<file path="config.mk">
export PLATFORM = sky130hd
export DESIGN_NAME = lvl_irq_ctrl
export DESIGN_NICKNAME = d
export VERILOG_FILES = /design/src/rtl/lic_pkg.sv /design/src/rtl/lic_decode.sv /design/src/rtl/lic_state.sv /design/src/rtl/lic_resolve.sv /design/src/rtl/lvl_irq_ctrl.sv
export SDC_FILE = /design/constraint.sdc
export NUM_CORES = 1
export LEC_CHECK = 0
export BUFFER_PORTS_ARGS = -buffer_cell sky130_fd_sc_hd__buf_4
export CORE_MARGIN = 4
export CORE_UTILIZATION = 49
export CTS_BUF_LIST = sky130_fd_sc_hd__clkbuf_8
export CTS_CLUSTER_SIZE = 24
export DETAILED_ROUTE_END_ITERATION = 6
export GPL_ROUTABILITY_DRIVEN = 0
export HOLD_SLACK_MARGIN = 0.1
export PLACE_DENSITY = 0.86
export RECOVER_POWER = 50
export SLEW_MARGIN = 15
export SYNTH_ARGS = -nofsm -noshare
export SYNTH_HDL_FRONTEND = slang
export SYNTH_SLANG_ARGS = --single-unit
</file>
<file path="constraint.sdc">
create_clock -name clk -period 1.25 [get_ports clk]
set_input_delay 0.125 -clock clk [delete_from_list [all_inputs] [get_ports clk]]
set_output_delay 0.125 -clock clk [all_outputs]
set_load 0.02 [all_outputs]
</file>
<file path="src/rtl/lic_pkg.sv">
package lic_pkg;

  // Strobes passed from the event decoder to the state datapath
  typedef struct packed {
    logic setHit;   // addressed line goes pending
    logic dropHit;  // addressed level-type line leaves pending
    logic clrHit;   // software clear of edge-type lines
    logic enHit;    // enable register load
  } licStrobes_t;

  function automatic int maxOf(input int a, input int b);
    return (a > b) ? a : b;
  endfunction

endpackage

</file>
<file path="src/rtl/lic_decode.sv">
module lic_decode
  import lic_pkg::*;
#(
  parameter int NUM_IRQ = 8,
  parameter int NUM_EXT = 4,
  parameter int NUM_W   = 4,
  parameter int IDX_W   = 3,
  parameter logic [NUM_IRQ-1:0]       EDGE_MASK = '0,
  parameter logic [NUM_EXT*IDX_W-1:0] EXT_MAP   = '0
) (
  input  logic             sigValid,
  input  logic             sigExt,
  input  logic [NUM_W-1:0] sigNum,
  input  logic             sigActive,
  input  logic             clrValid,
  input  logic             enWe,
  output licStrobes_t      strobes,
  output logic [IDX_W-1:0] tgtIdx
);

  localparam logic [NUM_W-1:0] IRQ_LIM = NUM_W'(NUM_IRQ);
  localparam logic [NUM_W-1:0] EXT_LIM = NUM_W'(NUM_EXT);

  logic inRange;
  logic isEdge;

  // Resolve the event number to an internal index, rejecting out-of-range numbers
  always_comb begin
    inRange = 1'b0;
    tgtIdx  = '0;
    if (sigExt) begin
      if (sigNum < EXT_LIM) begin
        inRange = 1'b1;
        for (int e = 0; e < NUM_EXT; e++) begin
          if (sigNum == NUM_W'(e)) tgtIdx = EXT_MAP[e*IDX_W +: IDX_W];
        end
      end
    end else if (sigNum < IRQ_LIM) begin
      inRange = 1'b1;
      tgtIdx  = sigNum[IDX_W-1:0];
    end
  end

  // Trigger type of the addressed line
  always_comb begin
    isEdge = 1'b0;
    for (int i = 0; i < NUM_IRQ; i++) begin
      if (tgtIdx == IDX_W'(i)) isEdge = EDGE_MASK[i];
    end
  end

  always_comb begin
    strobes.setHit  = sigValid & inRange & sigActive;
    strobes.dropHit = sigValid & inRange & ~sigActive & ~isEdge;
    strobes.clrHit  = clrValid;
    strobes.enHit   = enWe;
  end

endmodule

</file>
<file path="src/rtl/lic_state.sv">
module lic_state
  import lic_pkg::*;
#(
  parameter int NUM_IRQ = 8,
  parameter int IDX_W   = 3,
  parameter logic [NUM_IRQ-1:0] EDGE_MASK = '0
) (
  input  logic               clk,
  input  logic               rstN,
  input  licStrobes_t        strobes,
  input  logic [IDX_W-1:0]   tgtIdx,
  input  logic [NUM_IRQ-1:0] clrMask,
  input  logic [NUM_IRQ-1:0] enData,
  output logic [NUM_IRQ-1:0] pendQ,
  output logic [NUM_IRQ-1:0] enQ
);

  logic [NUM_IRQ-1:0] setVec;
  logic [NUM_IRQ-1:0] dropVec;
  logic [NUM_IRQ-1:0] clrVec;
  logic [NUM_IRQ-1:0] pendD;

  // One-hot expansion of the addressed line
  always_comb begin
    setVec  = '0;
    dropVec = '0;
    for (int i = 0; i < NUM_IRQ; i++) begin
      if (tgtIdx == IDX_W'(i)) begin
        setVec[i]  = strobes.setHit;
        dropVec[i] = strobes.dropHit;
      end
    end
  end

  // Software clear reaches edge-type lines only; a set in the same cycle wins
  assign clrVec = strobes.clrHit ? (clrMask & EDGE_MASK) : '0;
  assign pendD  = (pendQ & ~dropVec & ~clrVec) | setVec;

  always_ff @(posedge clk) begin
    if (!rstN) begin
      pendQ <= '0;
      enQ   <= '0;
    end else begin
      pendQ <= pendD;
      if (strobes.enHit) enQ <= enData;
    end
  end

endmodule

</file>
<file path="src/rtl/lic_resolve.sv">
module lic_resolve #(
  parameter int NUM_IRQ    = 8,
  parameter int NUM_LEVELS = 3,
  parameter int LVL_W      = 2,
  parameter logic [NUM_IRQ*LVL_W-1:0] IRQ_LEVEL = '0
) (
  input  logic [NUM_IRQ-1:0] pendQ,
  input  logic [NUM_IRQ-1:0] enQ,
  input  logic [LVL_W-1:0]   curLevel,
  output logic [LVL_W-1:0]   pendLevel,
  output logic               cpuIrq
);

  logic [NUM_IRQ-1:0]    eligible;
  logic [NUM_IRQ-1:0]    levelMask [1:NUM_LEVELS];
  logic [NUM_LEVELS:1]   levelHit;

  assign eligible = pendQ & enQ;

  // Per-level membership masks and qualification against the current level
  for (genvar l = 1; l <= NUM_LEVELS; l++) begin : g_lvl
    for (genvar i = 0; i < NUM_IRQ; i++) begin : g_bit
      assign levelMask[l][i] = (IRQ_LEVEL[i*LVL_W +: LVL_W] == LVL_W'(l));
    end
    assign levelHit[l] = (|(levelMask[l] & eligible)) && (LVL_W'(l) > curLevel);
  end

  // Scan from the top level down; the first qualifying level is reported
  always_comb begin
    pendLevel = '0;
    for (int l = NUM_LEVELS; l >= 1; l--) begin
      if (levelHit[l] && (pendLevel == '0)) pendLevel = LVL_W'(l);
    end
  end

  assign cpuIrq = |levelHit;

endmodule

</file>
<file path="src/rtl/lvl_irq_ctrl.sv">
module lvl_irq_ctrl
  import lic_pkg::*;
#(
  parameter int NUM_IRQ    = 8,
  parameter int NUM_EXT    = 4,
  parameter int NUM_LEVELS = 3,
  localparam int LVL_W = $clog2(NUM_LEVELS + 1),
  localparam int IDX_W = (NUM_IRQ > 1) ? $clog2(NUM_IRQ) : 1,
  localparam int NUM_W = $clog2(maxOf(NUM_IRQ, NUM_EXT) + 1),
  parameter logic [NUM_IRQ*LVL_W-1:0] IRQ_LEVEL = 16'h9FA5,
  parameter logic [NUM_IRQ-1:0]       EDGE_MASK = 8'hA4,
  parameter logic [NUM_EXT*IDX_W-1:0] EXT_MAP   = 12'h1EA
) (
  input  logic               clk,
  input  logic               rstN,
  input  logic               sigValid,
  input  logic               sigExt,
  input  logic [NUM_W-1:0]   sigNum,
  input  logic               sigActive,
  input  logic               clrValid,
  input  logic [NUM_IRQ-1:0] clrMask,
  input  logic               enWe,
  input  logic [NUM_IRQ-1:0] enData,
  input  logic [LVL_W-1:0]   curLevel,
  output logic [LVL_W-1:0]   pendLevel,
  output logic               cpuIrq
);

  licStrobes_t        strobes;
  logic [IDX_W-1:0]   tgtIdx;
  logic [NUM_IRQ-1:0] pendQ;
  logic [NUM_IRQ-1:0] enQ;

  lic_decode #(
    .NUM_IRQ(NUM_IRQ), .NUM_EXT(NUM_EXT), .NUM_W(NUM_W), .IDX_W(IDX_W),
    .EDGE_MASK(EDGE_MASK), .EXT_MAP(EXT_MAP)
  ) u_decode (
    .sigValid(sigValid), .sigExt(sigExt), .sigNum(sigNum), .sigActive(sigActive),
    .clrValid(clrValid), .enWe(enWe), .strobes(strobes), .tgtIdx(tgtIdx)
  );

  lic_state #(
    .NUM_IRQ(NUM_IRQ), .IDX_W(IDX_W), .EDGE_MASK(EDGE_MASK)
  ) u_state (
    .clk(clk), .rstN(rstN), .strobes(strobes), .tgtIdx(tgtIdx),
    .clrMask(clrMask), .enData(enData), .pendQ(pendQ), .enQ(enQ)
  );

  lic_resolve #(
    .NUM_IRQ(NUM_IRQ), .NUM_LEVELS(NUM_LEVELS), .LVL_W(LVL_W), .IRQ_LEVEL(IRQ_LEVEL)
  ) u_resolve (
    .pendQ(pendQ), .enQ(enQ), .curLevel(curLevel),
    .pendLevel(pendLevel), .cpuIrq(cpuIrq)
  );

endmodule

</file>
After elaboration in Yosys (flattened, before gate mapping)

Cells that the tools add are included.

Bits in writable memories: 0
Output and inout bits: 3
Bits of input ports: 29
Register bits: 16
Memories kept: 0
Bits in latches: 0
Memory bits (read-only): 0
Logic and storage cells: 78

Muxes and demuxes: 36
Reductions and logical operators: 13
Order comparisons: 5
Multipliers: 0
Divide/modulo/power cells: 0
Shift operators: 0
Bitwise logic cells: 12
Equal/unequal tests: 10
Add/subtract/negate cells: 0

Operators by type and width:

| cell               | count |
|---|---|
| $mux 1             | 25 |
| $and 8x8->8        | 3 |
| $mux 3             | 6 |
| $not 8->8          | 2 |
| $eq 3x3->1 const B | 4 |
| $reduce_or 3->1    | 3 |
| $eq 4x2->1 const B | 2 |
| $mux 2             | 4 |
| $mux 8             | 1 |
| $or 8x8->8         | 1 |
| $eq 3x2->1 const B | 2 |
| $logic_and 1x1->1  | 5 |
| $and 1x1->1        | 4 |
| $eq 4x1->1 const B | 1 |
| $gt 2x2->1 const A | 2 |
| $logic_not 2->1    | 2 |
| $logic_not 4->1    | 1 |
| $lt 4x3->1 const B | 1 |
| $lt 4x4->1 const B | 1 |
| $eq 3x1->1 const B | 1 |
| $logic_not 3->1    | 1 |
| $gt 1x2->1 const A | 1 |
| $not 1->1          | 2 |
| $reduce_or 2->1    | 1 |

Longest topological paths before layout

Depth after elaboration: 21
Gate-level depth with buffers: 4
Mapped depth without buffers: 3

Hierarchy

Synthesis repeated with hierarchy kept, for this count alone.

Cells, all modules: 102
Area total of the unflattened synthesis: 923.4 µm²

Modules (own cells, without submodules):

| module      | area each (µm²) | sequential area each (µm²) | cells an instance | times used |
|---|---|---|---|---|
| lic_state   | 691.9           | 320.3                      | 71                | 1 |
| lic_decode  | 158.9           | 0.0                        | 22                | 1 |
| lic_resolve | 72.6            | 0.0                        | 9                 | 1 |

Least setup slack after synthesis

Ideal clock, no wire load.

Path type: flip-flop to output port
From: register u_state.pendQ[3]
To: output pendLevel[0]
Data arrival time: 1.241 ns
Data required time: 1.125 ns
Path slack: -0.116 ns
Stages on the path, launching flop included: 4
Buffers on the path: 0
Cell sequence: dfxtp_1 > a222oi_1 > inv_1 > o41ai_2

Longest elaborated chain between the ends: 8

Ends and longest elaborated chain:

| item                     | line               | source |
|---|---|---|
| start: declaration       | lic_state.sv:14    | `output logic [NUM_IRQ-1:0] pendQ,` |
| start signal: assignment | lic_state.sv:44    | `pendQ <= pendD;` |
| $and 8x8->8 *            | lic_resolve.sv:18  | `assign eligible = pendQ & enQ;` |
| $reduce_or 3->1 *        | lic_resolve.sv:25  | `assign levelHit[l] = (\|(levelMask[l] & eligible)) && (LVL_W'(l) > curLevel);` |
| $logic_and 1x1->1 *      | lic_resolve.sv:25  |  |
| $logic_and 1x1->1 *      | lic_resolve.sv:32  | `if (levelHit[l] && (pendLevel == '0)) pendLevel = LVL_W'(l);` |
| $mux 2 *                 | lic_resolve.sv:32  |  |
| $logic_not 2->1          | lic_resolve.sv:32  |  |
| $logic_and 1x1->1        | lic_resolve.sv:32  |  |
| $mux 2 *                 | lic_resolve.sv:32  |  |
| end: declaration         | lvl_irq_ctrl.sv:25 | `output logic [LVL_W-1:0] pendLevel,` |

Every way passes the cells marked *; elsewhere a longest branch is shown, timed or not.

Worst setup path in the final report

Same ends and word-level chain as after synthesis.

==> reports/results.ini <==
[hold_path]
min_path_cells = 3
hold_path_class = in2reg
hold_end = u_state.enQ[6]$_SDFFE_PN0P_
hold_start = enData[6]

[synth]
synth_compound_area_share_pct = 12.8
synth_fp_nets = 113
syn_area_per_cell_um2 = 9.88
synth_seq_area_share_pct = 38.6
synth_cells = 84
synth_fa_ha_area_share_pct = 0
yosys_warnings = 0
muxShareOfSynthArea_pct = 15.7
ys_ff_latch = 16
synth_simple_gate_area_share_pct = 27.5
syn_area_um2 = 830
synth_top_family_by_area = simple AND/OR/NAND/NOR gates
synthXorXnorAreaFrac_pct = 2.11
synthDistinctLibCells = 29

[clock_tree]
htreeDepth = 1
cts_tree = done
cts.sinks = 16
cts_max_path_buffers = 2
cts_buffers = 3
clk_latency_ps = 250
path_clk_slew_ps = 60
root_buffer = clkbuf_8

[final_layout]
fillCellCount = 124
final_cell_mix = 28 x buf_4, 15 x dfxtp_1, 13 x mux2i_1
syn_to_final_growth_pct = 34.8
fin_nets = 142
antenna-diode-count = 0
final_common_cell = buf_4
final_area_um2 = 1120
multi_input_area_um2 = 497
layout-drive-gt1-share_pct = 36.6
ff_latch_area_um2 = 322

[timing]
rsz0062_at_grt = true
setup_viol = 3
final.setup.tns_ps = -1140
relSlewSlack_pct = 72.7
slew_viol_final = 0
fin_skew_ps = 0
finalWorstSetupSlack_ps = -491
hold_viol = 0
layout_min_cycle_time_ps = 1740
worst_pin_slew_ps = 409
clock.fmax_ghz = 0.574
min_period_over_period_pct = 139

[setup_path]
crit_slowest_cell = a222oi_1
slowest_delay_ps = 430
crit_chain = a222oi_1 -> inv_1 -> o41ai_4 -> buf_4
rr_endpoint = u_state.enQ[2]$_SDFFE_PN0P_
critPathCaptureType = output pin
cp.required_ps = 1120
timing.rr.start = u_state.enQ[2]$_SDFFE_PN0P_
arrival_ps = 1620
crit_path_start_kind = flip-flop
crit_type = reg2out
crit_fanout = 2
r2r_slack_ps = 610
reg2reg_depth = 2

[die]
die_y_um = 49.1
die_w_um = 49.1
std_cell_rows = 14
dieArea_um2 = 2420
initial_core_util_pct = 53.2
io-pin-count = 32
core_area_um2 = 1560

[route]
vias = 707
wirelength_um = 1780
wl_per_cell_um = 13.9
ant_nets = 0
first_iter_violations = 11
vias_per_cell = 5.52
firstDrtPassIters = 4
post-route-drc-count = 0

[placement]
dpl_cell_area_um2 = 1050
portBuffers = 26
dp_hpwl_um = 1340
post-place-ws_ps = -159

[pwr]
p_leak_nw = 0.499
internal_power_w = 0.000895
pwr_density_cell_nw_per_um2 = 1030
power.total_w = 0.00115
power.share.clock_pct = 39.5
switching_share_pct = 22.0
seqPwrFrac_pct = 46.8
p_switching_w = 0.000253
pwr-share-comb_pct = 13.7
max-vdd-ir-drop_uv = 1110

[grt]
grt_use_total_pct = 16.6
grt_pass1_wl_um = 3120
grt_max_degree = 18
antenna_found_initial = 0
grt_pass1_vias = 730
grt_overflow = 0

[run_status]
violations = setup timing
status = finished, violations left

[job]
cap_violations = 0

## power by group through the flow
stage	clock network [W]	registers (W)	logic, W
2_1_floorplan	0	0.000545	0.0000803
3_3_place_gp	0	0.000548	0.000151
3_5_place_dp	0	0.000549	0.000155
4_1_cts	0.000464	0.000538	0.000156
5_1_grt	0.000495	0.000539	0.000172
6_report	0.000454	0.000538	0.000157
## how the worst max path moves through the flow
stage / to / slack (ps) / cells past startpoint / start
floorplan: pendLevel[0] / -40 / 3 / u_state.pendQ[3]$_SDFF_PN0_
global placement: pendLevel[0] / -120 / 4 / u_state.pendQ[3]$_SDFF_PN0_
detailed placement: pendLevel[0] / -160 / 4 / u_state.pendQ[3]$_SDFF_PN0_
CTS: pendLevel[0] / -370 / 4 / u_state.enQ[3]$_SDFFE_PN0P_
global route: pendLevel[0] / -620 / 4 / u_state.pendQ[3]$_SDFF_PN0_
finish: pendLevel[0] / -490 / 4 / u_state.pendQ[3]$_SDFF_PN0_
## state kept, by name, indices dropped and copies added, names as in the netlist
signal         count
u_state.pendQ      8
u_state.enQ        8
## cells by family after synthesis
family / Yosys count
simple gates: 34
flops: 16
compound gates: 13
mux: 13
buf+inv: 6
xor+xnor: 2
## through the flow
stage	hold WS [ps]	utilization (%)	std cells
2_1_floorplan	271	-	84
3_3_place_gp	382	67.2	123
3_5_place_dp	393	67.2	123
4_1_cts	131	71.2	128
5_1_grt	138	71.7	128
6_report	130	71.7	128
## per-layer routing
metal  GRT usage, %  vias up  routed length (um)
met4           3.79        0                  21
met5              0        -                   0
met2           27.2       19                 878
li1               -      362                   -
met3           8.87        2                 126
met1           18.7      324                 753
## synth_stat cells
cell type	n	share of area (%)
inv_1	1	0.45
nand4b_1	1	1.1
nand2_1	10	4.5
and3b_1	2	2.1
a222oi_1	2	2.4
a21boi_0	1	0.91
nand2b_1	1	0.75
o211ai_1	1	0.91
nor3_1	1	0.60
buf_2	4	2.4
nor3b_1	1	0.91
and4bb_2	1	1.5
xor2_1	2	2.1
mux2i_1	13	16
nor4b_2	1	1.8
dfxtp_1	16	39
a22oi_1	1	0.91
nand2b_4	1	1.7
nor2b_1	11	8.3
o21a_1	1	0.91
clkbuf_1	1	0.45
o41ai_2	1	2.0
nor4_2	1	1.5
o21ai_0	3	1.8
a21o_1	1	0.91
and3_1	1	0.75
nor3b_2	1	1.5
a32oi_1	2	2.1
nor2_1	1	0.45
## critical path: cells and delay by family, from the launching register on
family,cells,cell delay [ps]
compound gates,2,720
flops,1,320
buf+inv,2,330
## area by class of cell
class                           count  share of cell area (%)
Multi-Input combinational cell     62                    44.4
Sequential cell                    16                    28.7
Clock buffer                        4                    4.92
Tap cell                           16                    1.79
Inverter                            1                   0.336
Timing Repair Buffer               29                    19.8
## timing repair
| item | in CTS | in global routing |
|---|---|---|
| hold buffers | 0 | 0 |
| pin swaps | 1 | 3 |
| setup endpoints to repair | 3 | 3 |
| setup buffers | 1 | 1 |
| gates resized for setup | 0 | 5 |
Note: power is estimated with default switching activity, not from simulation.
